File: src/rtl/xcnt_pkg.sv
package xcnt_pkg;

    typedef enum logic [3:0] {
        IDX_CNT_LO  = 4'd0,
        IDX_CNT_MID = 4'd1,
        IDX_FIFO    = 4'd2,
        IDX_CMD     = 4'd3,
        IDX_STAT    = 4'd4,
        IDX_FLAGS   = 4'd5,
        IDX_CFG     = 4'd6,
        IDX_CNT_HI  = 4'd7
    } reg_idx_e;

    localparam int BYTE_W       = 8;
    localparam int CNT_BYTES    = 3;
    localparam int CNT_W        = CNT_BYTES * BYTE_W;
    localparam int NARROW_W     = 16;
    localparam int STAT_TC_BIT  = 4;
    localparam int CMD_LOAD_BIT = 0;
    localparam int CFG_WIDE_BIT = 0;

endpackage

File: src/rtl/xcnt_fifo.sv
module xcnt_fifo #(
    parameter int DEPTH = 16,
    parameter int W     = 8,
    localparam int PW   = (DEPTH > 1) ? $clog2(DEPTH) : 1,
    localparam int OW   = $clog2(DEPTH + 1)
) (
    input  logic          clk,
    input  logic          rst_n,
    input  logic          push,
    input  logic          pop,
    input  logic [W-1:0]  din,
    output logic [W-1:0]  head,
    output logic [OW-1:0] occ,
    output logic          full,
    output logic          empty
);

    typedef struct packed {
        logic [PW-1:0] wp;
        logic [PW-1:0] rp;
        logic [OW-1:0] cnt;
    } fifo_st_t;

    fifo_st_t     st_d, st_q;
    logic [W-1:0] mem_q [DEPTH];
    logic         push_ok, pop_ok;

    function automatic logic [PW-1:0] step(input logic [PW-1:0] p);
        return (p == PW'(DEPTH - 1)) ? '0 : p + 1'b1;
    endfunction

    assign full    = (st_q.cnt == OW'(DEPTH));
    assign empty   = (st_q.cnt == '0);
    assign push_ok = push && !full;
    assign pop_ok  = pop && !empty;
    assign head    = mem_q[st_q.rp];
    assign occ     = st_q.cnt;

    always_comb begin
        st_d = st_q;
        if (push_ok) st_d.wp = step(st_q.wp);
        if (pop_ok)  st_d.rp = step(st_q.rp);
        case ({push_ok, pop_ok})
            2'b10:   st_d.cnt = st_q.cnt + 1'b1;
            2'b01:   st_d.cnt = st_q.cnt - 1'b1;
            default: st_d.cnt = st_q.cnt;
        endcase
    end

    always_ff @(posedge clk) begin
        if (!rst_n) st_q <= '0;
        else        st_q <= st_d;
    end

    always_ff @(posedge clk) begin
        if (push_ok) mem_q[st_q.wp] <= din;
    end

endmodule

File: src/rtl/xcnt_counter.sv
module xcnt_counter #(
    parameter int LW = 25
) (
    input  logic          clk,
    input  logic          rst_n,
    input  logic          load,
    input  logic [LW-1:0] load_val,
    input  logic          dec,
    input  logic          clr_tc,
    output logic [LW-1:0] live,
    output logic          tc
);

    typedef struct packed {
        logic [LW-1:0] live;
        logic          tc;
    } cnt_st_t;

    cnt_st_t st_d, st_q;

    always_comb begin
        st_d = st_q;
        if (dec && (st_q.live != '0)) begin
            st_d.live = st_q.live - 1'b1;
            if (st_q.live == LW'(1)) st_d.tc = 1'b1;
        end
        if (clr_tc) st_d.tc = 1'b0;
        if (load) begin
            st_d.live = load_val;
            st_d.tc   = (load_val == '0);
        end
    end

    always_ff @(posedge clk) begin
        if (!rst_n) st_q <= '0;
        else        st_q <= st_d;
    end

    assign live = st_q.live;
    assign tc   = st_q.tc;

endmodule

File: src/rtl/xfer_residue_ctr.sv
module xfer_residue_ctr
    import xcnt_pkg::*;
#(
    parameter int FIFO_DEPTH = 16,
    parameter int ADDR_W     = 6
) (
    input  logic              clk,
    input  logic              rst_n,
    input  logic [ADDR_W-1:0] reg_addr,
    input  logic              reg_wr,
    input  logic              reg_rd,
    input  logic [7:0]        reg_wdata,
    output logic [7:0]        reg_rdata,
    input  logic              in_valid,
    input  logic [7:0]        in_data,
    output logic              in_ready,
    output logic              out_valid,
    output logic [7:0]        out_data,
    input  logic              out_ready
);

    localparam int IDX_W = ADDR_W - 2;
    localparam int OW    = $clog2(FIFO_DEPTH + 1);
    localparam int LW    = CNT_W + 1;

    typedef struct packed {
        logic [7:0] stage_lo;
        logic [7:0] stage_mid;
        logic [7:0] stage_hi;
        logic       wide;
        logic [7:0] rdata;
    } top_st_t;

    top_st_t          st_d, st_q;
    logic [IDX_W-1:0] idx;
    logic             aligned;
    logic             wr_lo, wr_mid, wr_hi, wr_cmd, wr_cfg, rd_fifo;
    logic             cnt_load, cnt_clr_tc, push, pop;
    logic [LW-1:0]    load_val, live_cnt;
    logic [NARROW_W-1:0] narrow_val;
    logic             tc_flag, wide_mode;
    logic [OW-1:0]    fifo_occ;
    logic             fifo_full, fifo_empty;
    logic [7:0]       fifo_head, rd_mux;

    // register decode
    assign idx     = reg_addr[ADDR_W-1:2];
    assign aligned = (reg_addr[1:0] == 2'b00);
    assign wr_lo   = reg_wr && aligned && (idx == IDX_W'(IDX_CNT_LO));
    assign wr_mid  = reg_wr && aligned && (idx == IDX_W'(IDX_CNT_MID));
    assign wr_hi   = reg_wr && aligned && (idx == IDX_W'(IDX_CNT_HI));
    assign wr_cmd  = reg_wr && aligned && (idx == IDX_W'(IDX_CMD));
    assign wr_cfg  = reg_wr && aligned && (idx == IDX_W'(IDX_CFG));
    assign rd_fifo = reg_rd && aligned && (idx == IDX_W'(IDX_FIFO));

    // load value: narrow zero stands for a full 64 KiB transfer
    assign narrow_val = {st_q.stage_mid, st_q.stage_lo};
    assign load_val   = st_q.wide ? {1'b0, st_q.stage_hi, st_q.stage_mid, st_q.stage_lo}
                      : (narrow_val == '0) ? (LW'(1) << NARROW_W)
                      : LW'(narrow_val);
    assign cnt_load   = wr_cmd && reg_wdata[CMD_LOAD_BIT];
    assign cnt_clr_tc = wr_lo || wr_mid || wr_hi;

    // stream side
    assign in_ready  = !fifo_full && (live_cnt != '0);
    assign push      = in_valid && in_ready;
    assign pop       = !fifo_empty && (out_ready || rd_fifo);
    assign out_valid = !fifo_empty;
    assign out_data  = fifo_head;
    assign wide_mode = st_q.wide;

    xcnt_fifo #(.DEPTH(FIFO_DEPTH), .W(8)) u_fifo (
        .clk   (clk),
        .rst_n (rst_n),
        .push  (push),
        .pop   (pop),
        .din   (in_data),
        .head  (fifo_head),
        .occ   (fifo_occ),
        .full  (fifo_full),
        .empty (fifo_empty)
    );

    xcnt_counter #(.LW(LW)) u_counter (
        .clk      (clk),
        .rst_n    (rst_n),
        .load     (cnt_load),
        .load_val (load_val),
        .dec      (push),
        .clr_tc   (cnt_clr_tc),
        .live     (live_cnt),
        .tc       (tc_flag)
    );

    // read multiplexer
    always_comb begin
        rd_mux = '0;
        if (aligned) begin
            case (idx)
                IDX_W'(IDX_CNT_LO):  rd_mux = live_cnt[7:0];
                IDX_W'(IDX_CNT_MID): rd_mux = live_cnt[15:8];
                IDX_W'(IDX_CNT_HI):  rd_mux = st_q.wide ? live_cnt[23:16] : 8'h00;
                IDX_W'(IDX_FIFO):    rd_mux = fifo_empty ? 8'h00 : fifo_head;
                IDX_W'(IDX_STAT):    rd_mux[STAT_TC_BIT] = tc_flag;
                IDX_W'(IDX_FLAGS):   rd_mux = 8'(fifo_occ);
                IDX_W'(IDX_CFG):     rd_mux[CFG_WIDE_BIT] = st_q.wide;
                default:             rd_mux = '0;
            endcase
        end
    end

    always_comb begin
        st_d = st_q;
        if (wr_lo)  st_d.stage_lo  = reg_wdata;
        if (wr_mid) st_d.stage_mid = reg_wdata;
        if (wr_hi)  st_d.stage_hi  = reg_wdata;
        if (wr_cfg) st_d.wide      = reg_wdata[CFG_WIDE_BIT];
        if (reg_rd) st_d.rdata     = rd_mux;
    end

    always_ff @(posedge clk) begin
        if (!rst_n) st_q <= '0;
        else        st_q <= st_d;
    end

    assign reg_rdata = st_q.rdata;

endmodule

File: config.mk
export PLATFORM = sky130hd
export DESIGN_NAME = xfer_residue_ctr
export DESIGN_NICKNAME = d
export VERILOG_FILES = /design/src/rtl/xcnt_pkg.sv /design/src/rtl/xcnt_fifo.sv /design/src/rtl/xcnt_counter.sv /design/src/rtl/xfer_residue_ctr.sv
export SDC_FILE = /design/constraint.sdc
export NUM_CORES = 1
export LEC_CHECK = 0
export CORE_ASPECT_RATIO = 0.6
export CORE_MARGIN = 4
export CORE_UTILIZATION = 30
export CTS_CLUSTER_SIZE = 30
export DETAILED_ROUTE_END_ITERATION = 6
export GPL_TIMING_DRIVEN = 0
export REMOVE_ABC_BUFFERS = 1
export SLEW_MARGIN = 10
export SYNTH_ARGS = -nofsm -noshare
export SYNTH_HDL_FRONTEND = slang
export SYNTH_HIERARCHICAL = 1
export SYNTH_SLANG_ARGS = --single-unit
File: constraint.sdc
create_clock -name clk -period 5.3 [get_ports clk]
set_clock_uncertainty 0.15 [all_clocks]
set_input_delay 1.325 -clock clk [delete_from_list [all_inputs] [get_ports clk]]
set_output_delay 1.325 -clock clk [all_outputs]
set_load 0.02 [all_outputs]
==> impl_summary.log, run 1 <==
INFO  metric status = finished, final reports clean
INFO  metric drv.max_cap_violation_count = 0
INFO  metric leakage = about 0.0036 uW
INFO  metric hold_viol = 0
INFO  metric layoutNonFillerInstCount = 1179
INFO  metric type_of_element_launching_the_critical_path = primary input
INFO  metric placement.io_buffers = 45
INFO  metric post_drt_via_cell_ratio = 5.325
INFO  metric finalWeightedCongestion = 0.9041
INFO  metric num_vias = 6278
INFO  metric dp_hpwl = roughly 17 mm
INFO  metric layout.core_utilization = 34.95%
INFO  metric arrival = 4.87 ns
INFO  metric reg2reg_depth = 13
INFO  metric fillers = about 3000
INFO  metric area_delta_synth_final = 14.76%
INFO  metric power_density_relative_to_cell_area = 480.8 nW/um^2
INFO  metric timing.final.crit_period = 4.682 ns
INFO  metric final_max_slew_viol_count = 0
INFO  metric io_pins = 46
INFO  metric antenna-diode-count = 0
INFO  metric synth_largest_area_cell = edfxtp_1
INFO  metric hold_start = u_fifo/st_q[5]
INFO  metric highest_attainable_clock_frequency = 213.6 MHz
INFO  metric synth.yosys.seq_area_share = a little under three fifths
INFO  metric ys_top_cells_by_count = 128 x edfxtp_1, 76 x dfxtp_1, 40 x mux4_2, 34 x clkbuf_1, 32 x mux2i_1
INFO  metric tritoncts_clock_tree = done
INFO  metric worstSkewPairLatency = 0.52 ns
INFO  metric critical_path.startpoint = reg_addr[1]
INFO  metric die-width = 237.8 um
INFO  metric timing.final.crit_share = 88.33%
INFO  metric post-cts-setup-buffers = 0
INFO  metric post_cts_hold_buffer_count = 0
INFO  metric worst_hold_path_type = reg2reg
INFO  metric critical_path_start_end_classification = in2reg
INFO  metric grt_max_degree = 55
INFO  metric register_bit_total_from_synthesis = between 200 and 250
INFO  metric drt_pre_antenna_iters = 7
INFO  metric post-synth-top-area-fraction = roughly two fifths
INFO  metric netlist_top_cells_area = edfxtp_1 40%, dfxtp_1 16%, mux4_2 9.5%, mux2i_1 3.4%, nor2b_1 1.8%
INFO  metric required = 5.49 ns
INFO  metric coreArea = approximately 31000 sq um
INFO  metric finalNetCount = a little under 800
INFO  metric syn_inst = 740
INFO  metric timing_worst_slew_pin_value = between 1 and 1.5 ns
INFO  metric postSynth.topFlopCell = edfxtp_1
INFO  metric grt_overflow = 0
INFO  metric fin_area = 10910 sq um
INFO  metric initial_antenna_violation_count = 0
INFO  metric h_tree_lvl_count = 1
INFO  metric floorplan.die.height = approximately 150 um
INFO  metric route.detailed.wl_per_inst = between 20 and 25 um
INFO  metric synthesis.yosys.warnings = 6
INFO  metric via_count_of_the_first_global_routing_pass = 5913
INFO  metric r2r_start = u_counter/live[0]
INFO  metric most_repeated_cell_in_the_gate_level_netlist_after_synthesis = edfxtp_1
INFO  metric maxSlewHeadroom = 22.08%
INFO  metric ys_async_sr_fraction = 0%
INFO  metric final_layout_size_suffix_gt1_share = between 10% and 20%
INFO  metric clk_transition_reported_paths = about 0.060 ns
INFO  metric timing.hold.worst_path_depth = 2
INFO  metric route.antenna.remaining_nets = 0
INFO  metric routed_wirelength = roughly 24 mm
INFO  metric rsz0062_at_grt = no
INFO  metric finalSetupViolations = 0
INFO  metric vdd.ir_drop.worst = 0.3516 mV
INFO  metric cts_inserted_buffers = 21
INFO  metric placed_cell_area = 10260 sq um
INFO  metric critPathMaxFanout = 39
INFO  metric tritoncts_num_sinks = 204
INFO  metric drc = 0
INFO  metric placementRows = 50
INFO  metric grt_first_pass_wirelength = 36.89 mm
INFO  metric clockRootBuffer = clkbuf_16
INFO  metric syn-cell-area = 9508 sq um
INFO  metric synth_edf_count = roughly 130
INFO  metric cts-root-to-sink-buffers = 3
INFO  metric endpoint_kind = register
INFO  metric total_power = 5247 uW
INFO  metric dp_cells = about 1100
INFO  metric synth_cell_types = 73
INFO  metric initial_utilization = 30.46%
INFO  metric dieArea = 34700 sq um
INFO  metric grtUsageTotal = a little over an eighth
INFO  metric avgSynthCellArea = between 10 and 15 sq um
INFO  metric drt_iter0_drc = around 640
-- cell type report --
| cell class | count | area, sq um | share of cell area (%) |
|---|---|---|---|
| clock inverter | 8 | 70.07 | 0.6421 |
| tap | 416 | 520.5 | 4.770 |
| clock buffer | 30 | 559.3 | 5.126 |
| sequential | 204 | 5368 | 49.19 |
| inverter | 10 | 37.54 | 0.3440 |
| multi-input combinational | 457 | 3801 | 34.84 |
| timing repair buffer | 54 | 555.5 | 5.091 |
-- critical path, stage by stage --
cell	delay, ns
clkdlybuf4s50_1	0.46
nor3b_2	0.78
nand2_1	0.15
nor4b_2	0.73
buf_4	0.29
inv_1	0.50
o21ai_0	0.55
a31oi_1	0.07
-- state kept, by name, summed over array words and instances (netlist names), named ones only --
signal	count
narrow_val	16
st_q	8
u_fifo/st_q	8
u_counter/live	25
wide_mode	1
u_fifo/mem_q	128
u_fifo/occ	5
u_counter/tc	1
reg_rdata	8
-- power breakdown --
group / internal [uW] / total (uW) / leakage, uW / switching (uW)
sequential: 1850 / 2070 / 0.00177 / 222
clock: 788 / 1400 / 0.000307 / 615
combinational: 739 / 1770 / 0.00153 / 1030
-- layer usage --
metal | vias up | share of wire [%] | GRT usage, %
met4 | 0 | 1.9 | 3.208
met2 | 255 | 40 | 18.11
met1 | 3126 | 50 | 22.23
met3 | 35 | 8.1 | 2.973
li1 | 2862 | - | -
met5 | - | 0 | 0
-- layout by cell type, fill, tap and decap left out, drive strengths merged, types with 15 or more instances in the layout --
master,instances
and2,19
a21oi,27
dfxtp,76
nor2b,28
edfxtp,128
o21ai,38
clkbuf,30
nor4,20
mux4,40
or3,15
mux2i,32
nand3,19
clkdlybuf4s50,44
nor2,28
nand2,24
-- cells by family after synthesis --
group	synth area share, %
other cells	0.03944
compound gates	9.528
mux	12.84
flops	56.43
simple gates	14.27
fa+ha+maj	1.448
buf+inv	4.250
xor+xnor	1.198
-- through the flow --
step	setup WS, ns	hold slack, ns	TNS (ns)
floorplan	0.5669	0.3062	0
global placement	-2.222	0.3357	-70.48
detailed placement	-0.1306	0.3344	-0.2586
CTS	0.3728	0.3478	0
global route	0.3384	0.3748	0
finish	0.6183	0.3489	0
-- path summary, 6_finish.rpt --
check	to	slack [ns]
worst min register to register	register	0.35
worst max-delay path	u_counter/live[4]	0.62
worst max register to register	u_fifo/occ[4]	1.55
worst min-delay path	register	0.35
-- timing repair --
action	CTS	global route
resized for setup	0	1
hold endpoints to repair	0	0
endpoints found under the setup margin	0	1
Power figures use the tool's default switching activity.
==> inputs of run 2 (changes only) <==
CTS_CLUSTER_DIAMETER = 50   (was not set)
DONT_BUFFER_PORTS = 1   (was not set)
==> impl_summary.log, run 2 (synthesis results as in run 1) <==
INFO  metric power.switching = 1886 uW (+1.0%)
INFO  metric worst_hold_path_type = reg2reg
INFO  metric finalSetupTns = 0 ns (unchanged)
INFO  metric highest_attainable_clock_frequency = 235.7 MHz (+10%)
INFO  metric finalSetupViolations = 0 (unchanged)
INFO  metric finalNetCount = 737 (-6.4%)
INFO  metric hold_viol = 0 (unchanged)
INFO  metric tritoncts_num_sinks = 204 (unchanged)
INFO  metric arrival = 4.41 ns (-0.46 ns)
INFO  metric critical_path.startpoint = reg_addr[1]
INFO  metric fillers = 3003 (-0.30%)
INFO  metric initial_antenna_violation_count = 1 (+1)
INFO  metric grtUsageTotal = 13.63% (-0.032 points)
INFO  metric floorplan.die.height = 145.9 um (unchanged)
INFO  metric power_density_relative_to_cell_area = 486.6 nW/um^2 (+1.2%)
INFO  metric vdd.ir_drop.worst = 0.2709 mV (-23%)
INFO  metric seq_power_share = 40.8% (+1.3 points)
INFO  metric final_critical_path_setup_slack = 1.056 ns (+0.4381 ns)
INFO  metric timing.final.crit_period = 4.244 ns (-0.4382 ns)
INFO  metric required = 5.47 ns (-0.02 ns)
INFO  metric hold_start = narrow_val[6]
INFO  metric mostFrequentLayoutCell = edfxtp_1
INFO  metric route.antenna.remaining_nets = 0 (unchanged)
INFO  metric tritoncts_clock_tree = done
INFO  metric critPathMaxFanout = 39 (unchanged)
INFO  metric initial_utilization = 30.46% (unchanged)
INFO  metric post_drt_via_cell_ratio = 5.406 (+1.5%)
INFO  metric cts-root-to-sink-buffers = 3 (unchanged)
INFO  metric power_frac_comb = 32.4% (-1.3 points)
INFO  metric timing.final.crit_share = 80.07% (-8.3 points)
INFO  metric post_cts.resized_instances = 0 (unchanged)
INFO  metric worstSkewPairLatency = 0.50 ns (-0.02 ns)
INFO  metric route.detailed.wl_per_inst = 21.49 um (+4.4%)
INFO  metric post-cts-setup-buffers = 0 (unchanged)
INFO  metric r2r_start = u_fifo/occ[1]
INFO  metric post_cts_hold_buffer_count = 0 (unchanged)
INFO  metric cts_inserted_buffers = 17 (-19%)
INFO  metric timing_worst_slew_pin_value = 1.281 ns (+0.1131 ns)
INFO  metric p_int = 3177 uW (-6.0%)
INFO  metric routed_wirelength = 24.20 mm (-0.30%)
INFO  metric p_sw_share = 37.25% (+1.7 points)
INFO  metric h_tree_lvl_count = 1 (unchanged)
INFO  metric dieArea = 34700 sq um (unchanged)
INFO  metric clockRootBuffer = clkbuf_16
INFO  metric io_pins = 46 (unchanged)
INFO  metric status = finished, final reports clean
INFO  metric drv.max_cap_violation_count = 0 (unchanged)
INFO  metric final_layout_size_suffix_gt1_share = 14.69% (+0.93 points)
INFO  metric place_ws = 0.6874 ns (+0.8180 ns)
INFO  metric register_area = 5368 sq um (unchanged)
INFO  metric drt_iter0_drc = 642 (unchanged)
INFO  metric endpoint_kind = register
INFO  metric placementRows = 50 (unchanged)
INFO  metric drc = 0 (unchanged)
INFO  metric num_vias = 6087 (-3.0%)
INFO  metric critical_path_start_end_classification = in2reg
INFO  metric die-width = 237.8 um (unchanged)
INFO  metric finalWeightedCongestion = 0.8988 (-0.59%)
INFO  metric grt_max_degree = 70 (+27%)
INFO  metric proportion_of_power_drawn_by_the_clock_network = 26.8% (about the same)
INFO  metric multiInputGateArea = 3792 sq um (-0.23%)
INFO  metric layout.cells.most_common_list = 128 x edfxtp_1, 74 x dfxtp_1, 40 x mux4_2
INFO  metric drt_pre_antenna_iters = 5 (-2)
INFO  metric biggest_register = u_fifo/mem_q
INFO  metric grt_overflow = 0 (unchanged)
INFO  metric type_of_element_launching_the_critical_path = primary input
INFO  metric coreArea = 31220 sq um (unchanged)
INFO  metric leakage = 0.003391 uW (-6.0%)
INFO  metric via_count_of_the_first_global_routing_pass = 5630 (-4.8%)
INFO  metric grt_first_pass_wirelength = 36.55 mm (-0.94%)
INFO  metric maxSlewHeadroom = 13.91% (-8.2 points)
INFO  metric area_delta_synth_final = 9.436%
INFO  metric clk_transition_reported_paths = 0.07 ns (about the same)
INFO  metric rsz0062_at_grt = no
INFO  metric largest_register_ffs = 128 (unchanged)
INFO  metric placement.io_buffers = 0 (-100%)
INFO  metric dp_hpwl = 17.04 mm (+0.16%)
INFO  metric final_max_slew_viol_count = 0 (unchanged)
run 2: cell types whose count changed in the layout (fill, tap and decap cells not counted), sizes merged:
cell / delta
diode: +2
clkdlybuf4s50: -44
clkinvlp: +3
inv: +4
buf: -2
clkinv: -3
clkbuf: -13
run 2: worst paths after layout:
kind | endpoint | slack (ns) | cells after the start
max reg2reg | u_fifo/occ[2] | 1.21 | 13
min | narrow_val[6] | 0.34 | 2
max | u_counter/live[4] | 1.06 | 7
min reg2reg | narrow_val[6] | 0.34 | 2
run 2: area by class of cell:
class,instances,area share (%)
Clock inverter,12,1.599
Timing Repair Buffer,8,0.8658
Antenna cell,2,0.04810
Sequential cell,204,51.59
Tap cell,416,5.002
Multi-Input combinational cell,457,36.45
Clock buffer,17,4.088
Inverter,10,0.3607
run 2: power groups by stage:
stage / registers (uW) / clock network (uW) / logic, uW
after floorplan: 2040 / 0 / 1150
after global placement: 2120 / 0 / 1510
after detailed placement: 2100 / 0 / 1600
after CTS: 2060 / 1380 / 1610
after global routing: 2090 / 1450 / 1760
final: 2070 / 1360 / 1640
run 2: stage by stage:
step | utilization, % | power [uW] | cells | area [sq um] | hold WS (ns)
global route | 33.31 | 5306 | 1124 | 10400 | 0.3659
global placement | 30.96 | 3628 | 1087 | 9666 | 0.3317
floorplan | - | 3194 | 671 | 9145 | 0.3062
detailed placement | 31.39 | 3701 | 1095 | 9799 | 0.3362
CTS | 33.29 | 5056 | 1124 | 10390 | 0.3453
finish | 33.33 | 5063 | 1126 | 10410 | 0.3436
run 2: worst max-delay path, cell delays in order:
cell,delay (ns)
nor3b_2,0.71
nand2_1,0.14
nor4b_2,0.73
buf_2,0.35
inv_1,0.55
o21ai_0,0.51
a31oi_1,0.07
run 2: routing by layer:
metal,up-vias,wire [um],global-route usage (%)
met5,-,0,0
met4,0,478,2.887
met3,31,2223,4.659
met2,214,9644,18.08
met1,3089,11850,21.21
li1,2753,-,-
